File: src/rtl/pause_fc_pkg.sv
package pause_fc_pkg;
  localparam int PT_W = 16;
  localparam logic [PT_W-1:0] STOP_TIME = 16'hFFFF;
  localparam logic [PT_W-1:0] GO_TIME   = 16'h0000;

  typedef enum logic [1:0] {
    FC_IDLE      = 2'd0,
    FC_XOFF_WAIT = 2'd1,
    FC_XOFF_SENT = 2'd2,
    FC_XON_WAIT  = 2'd3
  } fc_state_e;
endpackage

File: src/rtl/quanta_tick.sv
module quanta_tick #(
  parameter int CYC_PER_QUANTUM = 1024
) (
  input  logic clk,
  input  logic rst,
  input  logic restart,
  output logic tick
);
  localparam int CNT_W = (CYC_PER_QUANTUM > 2) ? $clog2(CYC_PER_QUANTUM) : 1;
  localparam logic [CNT_W-1:0] LAST = CNT_W'(CYC_PER_QUANTUM - 1);

  logic [CNT_W-1:0] pcnt_q;

  assign tick = (pcnt_q == LAST);

  always_ff @(posedge clk) begin
    if (rst || restart) pcnt_q <= '0;
    else if (tick)      pcnt_q <= '0;
    else                pcnt_q <= pcnt_q + 1'b1;
  end
endmodule

File: src/rtl/xoff_xon_gen.sv
module xoff_xon_gen
  import pause_fc_pkg::*;
#(
  parameter int FREE_W      = 16,
  parameter int XOFF_LIMIT  = 3072
) (
  input  logic              clk,
  input  logic              rst,
  input  logic              full_duplex,
  input  logic [FREE_W-1:0] rx_free_bytes,
  input  logic              bnry_upd,
  input  logic              pause_ack,
  output logic              pause_req,
  output logic [PT_W-1:0]   pause_val
);
  localparam logic [FREE_W-1:0] LIMIT = FREE_W'(XOFF_LIMIT);

  fc_state_e state_q;
  logic      low_space;

  assign low_space = (rx_free_bytes < LIMIT);

  always_ff @(posedge clk) begin
    if (rst || !full_duplex) begin
      state_q   <= FC_IDLE;
      pause_req <= 1'b0;
      pause_val <= GO_TIME;
    end else begin
      case (state_q)
        FC_IDLE: if (low_space) begin
          state_q   <= FC_XOFF_WAIT;
          pause_req <= 1'b1;
          pause_val <= STOP_TIME;
        end
        FC_XOFF_WAIT: if (pause_ack) begin
          state_q   <= FC_XOFF_SENT;
          pause_req <= 1'b0;
        end
        FC_XOFF_SENT: if (bnry_upd) begin
          state_q   <= FC_XON_WAIT;
          pause_req <= 1'b1;
          pause_val <= GO_TIME;
        end
        FC_XON_WAIT: if (pause_ack) begin
          state_q   <= FC_IDLE;
          pause_req <= 1'b0;
        end
        default: state_q <= FC_IDLE;
      endcase
    end
  end


  req_hold_chk: assert property (@(posedge clk) disable iff (rst)
    (pause_req && !pause_ack && full_duplex) |=> (pause_req && $stable(pause_val)));

  req_drop_chk: assert property (@(posedge clk) disable iff (rst)
    (pause_req && pause_ack) |=> !pause_req);

  hd_quiet_chk: assert property (@(posedge clk) disable iff (rst)
    !full_duplex |=> !pause_req);
endmodule

File: src/rtl/pause_hold.sv
module pause_hold
  import pause_fc_pkg::*;
(
  input  logic            clk,
  input  logic            rst,
  input  logic            full_duplex,
  input  logic            tick,
  input  logic            rx_vld,
  input  logic [PT_W-1:0] rx_time,
  input  logic            tx_busy,
  output logic            restart,
  output logic            active_q
);
  logic            pend_q;
  logic [PT_W-1:0] pend_time_q;
  logic [PT_W-1:0] cnt_q;
  logic            zero_rx;
  logic            load;
  logic [PT_W-1:0] load_val;

  assign zero_rx = rx_vld && (rx_time == GO_TIME);

  always_comb begin
    load     = 1'b0;
    load_val = rx_time;
    if (!tx_busy) begin
      if (rx_vld && !zero_rx) begin
        load     = 1'b1;
        load_val = rx_time;
      end else if (pend_q && !rx_vld) begin
        load     = 1'b1;
        load_val = pend_time_q;
      end
    end
  end

  assign restart = load;

  always_ff @(posedge clk) begin
    if (rst || !full_duplex) begin
      active_q    <= 1'b0;
      pend_q      <= 1'b0;
      pend_time_q <= '0;
      cnt_q       <= '0;
    end else begin
      if (active_q && tick) begin
        cnt_q <= cnt_q - 1'b1;
        if (cnt_q == 16'd1) active_q <= 1'b0;
      end
      if (zero_rx) begin
        active_q <= 1'b0;
        pend_q   <= 1'b0;
      end else if (rx_vld && tx_busy) begin
        pend_q      <= 1'b1;
        pend_time_q <= rx_time;
      end else if (load) begin
        active_q <= 1'b1;
        cnt_q    <= load_val;
        pend_q   <= 1'b0;
      end
    end
  end


  hd_nohold_chk: assert property (@(posedge clk) disable iff (rst)
    !full_duplex |=> !active_q);

  zero_end_chk: assert property (@(posedge clk) disable iff (rst)
    zero_rx |=> !active_q);

  no_early_end_chk: assert property (@(posedge clk) disable iff (rst)
    (active_q && !tick && !rx_vld && full_duplex) |=> active_q);

  defer_chk: assert property (@(posedge clk) disable iff (rst)
    (rx_vld && tx_busy && !active_q) |=> !active_q);
endmodule

File: src/rtl/pause_flow_ctrl.sv
module pause_flow_ctrl
  import pause_fc_pkg::*;
#(
  parameter int FREE_W          = 16,
  parameter int XOFF_LIMIT      = 3072,
  parameter int CYC_PER_QUANTUM = 1024
) (
  input  logic              clk,
  input  logic              rst,
  input  logic              full_duplex,
  input  logic [FREE_W-1:0] rx_free_bytes,
  input  logic              bnry_upd,
  input  logic              pause_rx_vld,
  input  logic [15:0]       pause_rx_time,
  input  logic              tx_busy,
  input  logic              tx_start_req,
  input  logic              tx_ctrl,
  output logic              tx_start_ok,
  output logic              tx_hold,
  output logic              pause_req,
  output logic [15:0]       pause_val,
  input  logic              pause_ack
);
  logic tick;
  logic restart;

  xoff_xon_gen #(.FREE_W(FREE_W), .XOFF_LIMIT(XOFF_LIMIT)) u_gen (
    .clk(clk), .rst(rst), .full_duplex(full_duplex),
    .rx_free_bytes(rx_free_bytes), .bnry_upd(bnry_upd),
    .pause_ack(pause_ack), .pause_req(pause_req), .pause_val(pause_val)
  );

  quanta_tick #(.CYC_PER_QUANTUM(CYC_PER_QUANTUM)) u_tick (
    .clk(clk), .rst(rst), .restart(restart), .tick(tick)
  );

  pause_hold u_hold (
    .clk(clk), .rst(rst), .full_duplex(full_duplex), .tick(tick),
    .rx_vld(pause_rx_vld), .rx_time(pause_rx_time), .tx_busy(tx_busy),
    .restart(restart), .active_q(tx_hold)
  );

  assign tx_start_ok = tx_start_req && (tx_ctrl || !tx_hold);
endmodule

File: config.mk
export PLATFORM = sky130hd
export DESIGN_NAME = pause_flow_ctrl
export DESIGN_NICKNAME = d
export VERILOG_FILES = /design/src/rtl/pause_fc_pkg.sv /design/src/rtl/quanta_tick.sv /design/src/rtl/xoff_xon_gen.sv /design/src/rtl/pause_hold.sv /design/src/rtl/pause_flow_ctrl.sv
export SDC_FILE = /design/constraint.sdc
export NUM_CORES = 1
export LEC_CHECK = 0
export BUFFER_PORTS_ARGS = -buffer_cell sky130_fd_sc_hd__buf_2
export CORE_MARGIN = 1.5
export CORE_UTILIZATION = 50
export CTS_CLUSTER_SIZE = 24
export DETAILED_ROUTE_END_ITERATION = 8
export PLACE_DENSITY = 0.75
export SLEW_MARGIN = 15
export SYNTH_ARGS = -nofsm -noshare
export SYNTH_HDL_FRONTEND = slang
export SYNTH_SLANG_ARGS = --single-unit
File: constraint.sdc
create_clock -name clk -period 2.6 [get_ports clk]
set_input_delay 0.52 -clock clk [delete_from_list [all_inputs] [get_ports clk]]
set_output_delay 0.52 -clock clk [all_outputs]
set_load 0.005 [all_outputs]
==> impl_results.md, run 1 <==
* Outcome: finished, final reports clean
* Worst Reg-to-Reg Cells at 6
* Design Power at 1.48 mW
* RR Endpoint: u_hold.cnt_q[9]
* Top cells by area, synth: dfxtp_1, mux2i_1, nor2_1
* Clock buffer depth at 2
* Worst Setup End Kind: flip-flop
* Achievable Freq at slightly below 500 MHz
* CP Launch Point: u_tick.pcnt_q[0]
* Worst-path clk slew at 90 ps
* Core area at 0.00479 sq mm
* Pre-CTS setup slack at 440 ps
* Reg2reg start: u_tick.pcnt_q[0]
* Largest net degree at the start of global routing at 39
* Startpoint types: flip-flop
* Die height at 74.0 um
* CTS resizes at 0
* Flop-to-flop setup slack at 520 ps
* Gr usage total at around a fifth
* Row count at 25
* Mapped Avg Cell Area at 9.07 sq um
* Ys async rst share at 0%
* Mapped Area at 0.00252 sq mm
* GR Util met1 at about a quarter
* Area share of the largest cell type after synthesis at 38.1%
* Maxcap violations at 0
* Total I/O pin count at 60
* Nets at 356
* Final ANT Viol Nets at 0
* First-pass GRT wire length at slightly above 8000 um
* Top Usage Layer GRT: met2
* Yosys cell types at 45
* Sequential area share after synthesis at 38.1%
* Synth Warn # at 0
* RSZ-0062 raised after global routing: false
* TritonCTS Buffers at 5
* Syn Inst Count at 278
* Final worst setup slack at 518 ps
* Clock Skews at 6.74 ps
* Crit path to: u_hold.cnt_q[9]
* FF+latch area at ~960 sq um
* Clk_lat worst skew at about 300 ps
* Post-synth top area cell: dfxtp_1
* Starting Density at 52.7%
* CTS tree: built
* Iteration-0 DRC Markers at 82
* Drt drc at 0
* Finished Core Util at 59.4%
* Layout area overhead at 12.6%
* CP max FO at 6
* GRT overflow at 0
* Count of hold-fix buffers inserted at cts at 0
* Power density cells at about 520 mW/mm^2
* Port Buffers at 49
* CP Class: flip-flop to flip-flop
* Routed wire per std cell at approximately 13 um
* DR pass1 iterations at 4
* Commonest non-fill, non-tap cell in the layout: buf_2
* Final setup viols at 0
* Fin cells at 376
* Post-CTS setup buffers at 0
* WP data arrival at 2320 ps
* Period utilization at 80.1%
* Post-layout min period at 2080 ps
* Peak supply drop at between 0.3 and 0.4 mV
* Tightest Pin Transition at 655 ps
* GR met2 Demand/Resource at 32.3%
* Vias in the first global route at 1877
* Multi-input gate area at about 0.0014 sq mm
* DP Wirelength at 3510 um
* LEAKAGE at 1.09 nW
* # fillers at 434
* Initial antenna violation count at 0
* Required time of the critical path at 2830 ps
* Routability congestion estimate at 0.869
* Slew margin rel. at 55.9%
* Flop and latch count out of synthesis at 48
* Syn nets at 326
* EDFF count, synth at 0
* HP Class: flip-flop to flip-flop
* Final setup TNS at 0 ps
* Hold Violations, Final at 0
* WHS at between 400 and 500 ps
* Layout cells sized above 1 at between 20% and 30%
* Most used DFF post-synth: dfxtp_1
* Final Routed Wirelength at 4920 um
* Max H-tree Level at 2
* Full die area at 0.00548 sq mm
* Sinks on Clock Net at 48
* Placed Area at 0.00273 sq mm
* Root Buffer: clkbuf_8
* Met3 usage at 3.93%
* Design area at 0.00284 sq mm
* Max-slew violations at 0
* Commonest non-fill, non-tap cells in the layout: buf_2, dfxtp_1, nor2_1
* Vias per cell at 5.49
* Vias at 2063
* Die W at between 70 and 80 um
* Inserted Diodes at 0
* DP Cell Count at roughly 370
-- worst max-delay path, cell delays in order, from the launching register on --
cell,delay [ps]
dfxtp_1,360
ha_1,250
nand4_1,140
or4_1,700
nor4_2,250
xnor2_1,120
a211oi_2,200
-- worst min path at each step --
| stage | from | slack (ps) | to | depth (start not counted) |
|---|---|---|---|---|
| final | u_tick.pcnt_q[0] | 450 | u_tick.pcnt_q[0] | 1 |
| after floorplan | u_tick.pcnt_q[0] | 420 | u_tick.pcnt_q[0] | 1 |
| after CTS | u_tick.pcnt_q[0] | 460 | u_tick.pcnt_q[0] | 1 |
| after global routing | pause_rx_time[5] | 490 | u_hold.pend_time_q[5] | 3 |
| after global placement | u_tick.pcnt_q[0] | 430 | u_tick.pcnt_q[0] | 1 |
| after detailed placement | u_tick.pcnt_q[0] | 440 | u_tick.pcnt_q[0] | 1 |
-- cells in the mapped netlist (3+ instances only) --
| cell type | count |
|---|---|
| o21ai_0 | 3 |
| xor2_1 | 8 |
| nor4_1 | 6 |
| buf_4 | 15 |
| xnor2_1 | 14 |
| a211oi_1 | 15 |
| nand4_1 | 3 |
| nor2_1 | 43 |
| inv_1 | 8 |
| nand2_1 | 8 |
| nor3_1 | 4 |
| a221oi_1 | 15 |
| nand3_1 | 9 |
| nand2b_1 | 4 |
| ha_1 | 7 |
| dfxtp_1 | 48 |
| a21oi_1 | 5 |
| clkbuf_1 | 13 |
| mux2i_1 | 17 |
-- where the power goes --
| part | switching (mW) | internal (mW) | leakage [nW] | total, mW |
|---|---|---|---|---|
| logic | 0.0885 | 0.0746 | 0.642 | 0.163 |
| clock network | 0.260 | 0.290 | 0.0548 | 0.550 |
| registers | 0.0160 | 0.754 | 0.390 | 0.770 |
-- flip-flops by register name, summed over array words and instances, names as in the netlist --
name / flops
u_hold.active_q: 1
u_gen.pause_req: 1
u_tick.pcnt_q: 10
u_gen.pause_val: 1
u_gen.state_q: 2
u_hold.cnt_q: 16
u_hold.pend_q: 1
u_hold.pend_time_q: 16
-- logic make-up (layout without fill, tap and decap cells) --
logic type	count (synthesis)	in the layout	share of synthesized area (%)
DFF	48	48	38.1
adders and majority gates	7	7	3.47
AOI/OAI and AO/OA	47	47	14.2
muxes	18	18	7.19
and+or+nand+nor	98	98	21.4
xor gates and xnor gates	22	22	7.64
buffers and inverters	38	69	7.99
-- area by class of cell --
class                           count  area share [%]
Clock buffer                        5            2.42
Clock inverter                      3            1.63
Inverter                            8            1.06
Multi-Input combinational cell    192            48.0
Sequential cell                    48            33.8
Tap cell                           67            2.95
Timing Repair Buffer               53            10.1
-- layer usage --
metal	vias up	wire length, um
met1	960	2310
met2	52	2320
met3	7	211
met5	-	0
li1	1044	-
met4	0	85
(Power assumes the default switching activity.)
==> inputs of run 2 (changes only) <==
Clock period 2.6 ns to 2.1 ns, I/O delays scaled along.
==> run 2 against run 1 <==
Against the previous run: non-clock buffer count increased by 9; register-to-register slack worse by 330 ps; clock power up 24%; largest cell class unchanged; fmax grew 8.6%; combinational power increased by 31%; first-iteration DRC count is 8.5% higher; global-route usage rose by 0.97 points; sequential power up 24%; worst setup slack worse by 330 ps; hold slack worse by 76 ps.
==> impl_results.md, run 2 (synthesis results as in run 1) <==
* Outcome: finished, final reports clean
* Routed wire per std cell at 13.2 um (+0.86%)
* HP Class: input port to flip-flop
* Top Registers: u_hold.cnt_q (16), u_hold.pend_time_q (16), u_tick.pcnt_q (10)
* Routability congestion estimate at 0.869 (about the same)
* Commonest non-fill, non-tap cell in the layout: buf_2
* Slew margin rel. at 68.5% (+13 points)
* Root Buffer: clkbuf_8
* Post-CTS setup buffers at 0 (unchanged)
* Post-layout min period at 1920 ps (-165 ps)
* Multi-input gate area at 0.00138 sq mm (+0.92%)
* Worst Hold Launch: pause_rx_time[15]
* RSZ-0062 raised after global routing: false
* Layout area overhead at 16.3%
* Full die area at 0.00548 sq mm (unchanged)
* Design area at 0.00293 sq mm (+3.3%)
* CP Cell Sequence: or3_4, or4_4, nor4_4, xnor2_1, a211oi_2
* Worst Reg-to-Reg Cells at 5 (-1)
* Drt drc at 0 (unchanged)
* Reg2reg start: u_hold.cnt_q[6]
* Hold depth at 3 (+2)
* Max-slew violations at 0 (unchanged)
* Inserted Diodes at 0 (unchanged)
* DP Cell Count at 377 (+2.4%)
* Vias per cell at 5.42 (-1.2%)
* Met2 routed WL at 2400 um (+3.8%)
* Die height at 74.0 um (unchanged)
* Vias at 2088 (+1.2%)
* Largest net degree at the start of global routing at 39 (unchanged)
* DR pass1 iterations at 4 (unchanged)
* Hold Violations, Final at 0 (unchanged)
* Finished Core Util at 61.3% (+1.9 points)
* Startpoint types: flip-flop
* Iteration-0 DRC Markers at 89 (+8.5%)
* WP data arrival at 2150 ps (-170 ps)
* Final Routed Wirelength at 5080 um (+3.3%)
* Commonest non-fill, non-tap cells in the layout: buf_2, dfxtp_1, nor2_1
* GRT overflow at 0 (unchanged)
* TritonCTS Buffers at 5 (unchanged)
* Worst Setup End Kind: flip-flop
* Row count at 25 (unchanged)
* Hold Path End: u_hold.pend_time_q[15]
* Period utilization at 91.3% (+11 points)
* Vias in the first global route at 1992 (+6.1%)
* LEAKAGE at 1.14 nW (+5.3%)
* Final setup viols at 0 (unchanged)
* Clk_lat worst skew at 310 ps (about the same)
* Final ANT Viol Nets at 0 (unchanged)
* Tightest Pin Transition at 472 ps (-183 ps)
* Power density cells at 630 mW/mm^2 (+21%)
* CTS tree: built
* # fillers at 419 (-3.5%)
* First-pass GRT wire length at 8700 um (+4.8%)
* Core area at 0.00479 sq mm (unchanged)
* RR Endpoint: u_hold.cnt_q[15]
* Flop-to-flop setup slack at 180 ps (-330 ps)
* CP peak stage delay at 480 ps (-220 ps)
* Peak supply drop at 0.486 mV (+30%)
* Die W at 74.0 um (unchanged)
* Uppermost layer routed: met4
* Clock Skews at 9.51 ps (+2.77 ps)
* Port Buffers at 49 (unchanged)
* Starting Density at 52.7% (unchanged)
* Placed Area at 0.00281 sq mm (+2.9%)
* Routed wl met3 at 216 um (+2.4%)
* DP Wirelength at 3720 um (+6.0%)
* Sinks on Clock Net at 48 (unchanged)
* Fin cells at 385 (+2.4%)
* Total I/O pin count at 60 (unchanged)
* Achievable Freq at 522 MHz (+8.6%)
* Layout cells sized above 1 at 26.7% (+3.1 points)
* Required time of the critical path at 2330 ps (-500 ps)
* Initial antenna violation count at 0 (unchanged)
* Clock buffer depth at 2 (unchanged)
* Design Power at 1.85 mW (+25%)
* Max H-tree Level at 2 (unchanged)
* CP Class: flip-flop to flip-flop
* Nets at 365 (+2.5%)
* Slowest-stage cell, CP: or4_4
* CP max FO at 5 (-1)
* FF+latch area at 961 sq um (unchanged)
* Met1 WL at 2390 um (+3.6%)
* Worst-path clk slew at 90 ps (about the same)
* Gr usage total at 20.6% (+0.97 points)
* Final setup TNS at 0 ps (unchanged)
* Maxcap violations at 0 (unchanged)
==> run 2: worst max path at each step <==
stage                           from          endpoint  slack [ps]  cells past startpoint
floorplan           u_tick.pcnt_q[0]   u_hold.cnt_q[9]         250                      7
detailed placement  pause_rx_time[8]   u_hold.cnt_q[7]         -10                      8
global placement    pause_rx_time[8]  u_hold.cnt_q[15]          70                      8
CTS                 u_tick.pcnt_q[0]   u_hold.cnt_q[9]          80                      6
global route        u_tick.pcnt_q[0]  u_hold.cnt_q[15]          70                      6
finish               u_hold.cnt_q[6]  u_hold.cnt_q[15]         180                      5
==> run 2: critical path, delay by kind of cell (launching register included) <==
kind	cells	cell delay [ps]
AND/OR/NAND/NOR	3	1180
XOR/XNOR	1	100
AO/OA/AOI/OAI	1	210
flip-flops	1	340
==> run 2: final cells by class <==
type,count,share of cell area (%)
multi-input combinational,192,46.9
clock buffer,5,2.35
sequential,48,32.8
timing repair buffer,62,12.5
inverter,8,1.02
tap,67,2.86
clock inverter,3,1.58
==> run 2: stage by stage <==
step,setup slack (ps),hold slack [ps]
2_1_floorplan,248,418
3_3_place_gp,68.5,433
3_5_place_dp,-10.9,457
4_1_cts,82.8,375
5_1_grt,66.7,383
6_report,183,378
==> run 2: where the power goes <==
part           total [mW]  switching (mW)  leakage (nW)  internal, mW
clock               0.681           0.322        0.0548         0.359
combinational       0.214           0.113         0.700         0.101
sequential          0.954          0.0202         0.390         0.934
total                1.85           0.456          1.14          1.39
==> run 2: timing repair <==
item                       CTS  global route
setup endpoints to repair    0             6
hold buffers                 0             0
resized for setup            0             3
==> run 2: per-layer routing <==
layer	vias to the layer above	global-route usage [%]
li1	1057	-
met1	974	25.2
met2	50	36.0
met3	7	4.07
met4	0	6.79
met5	-	0
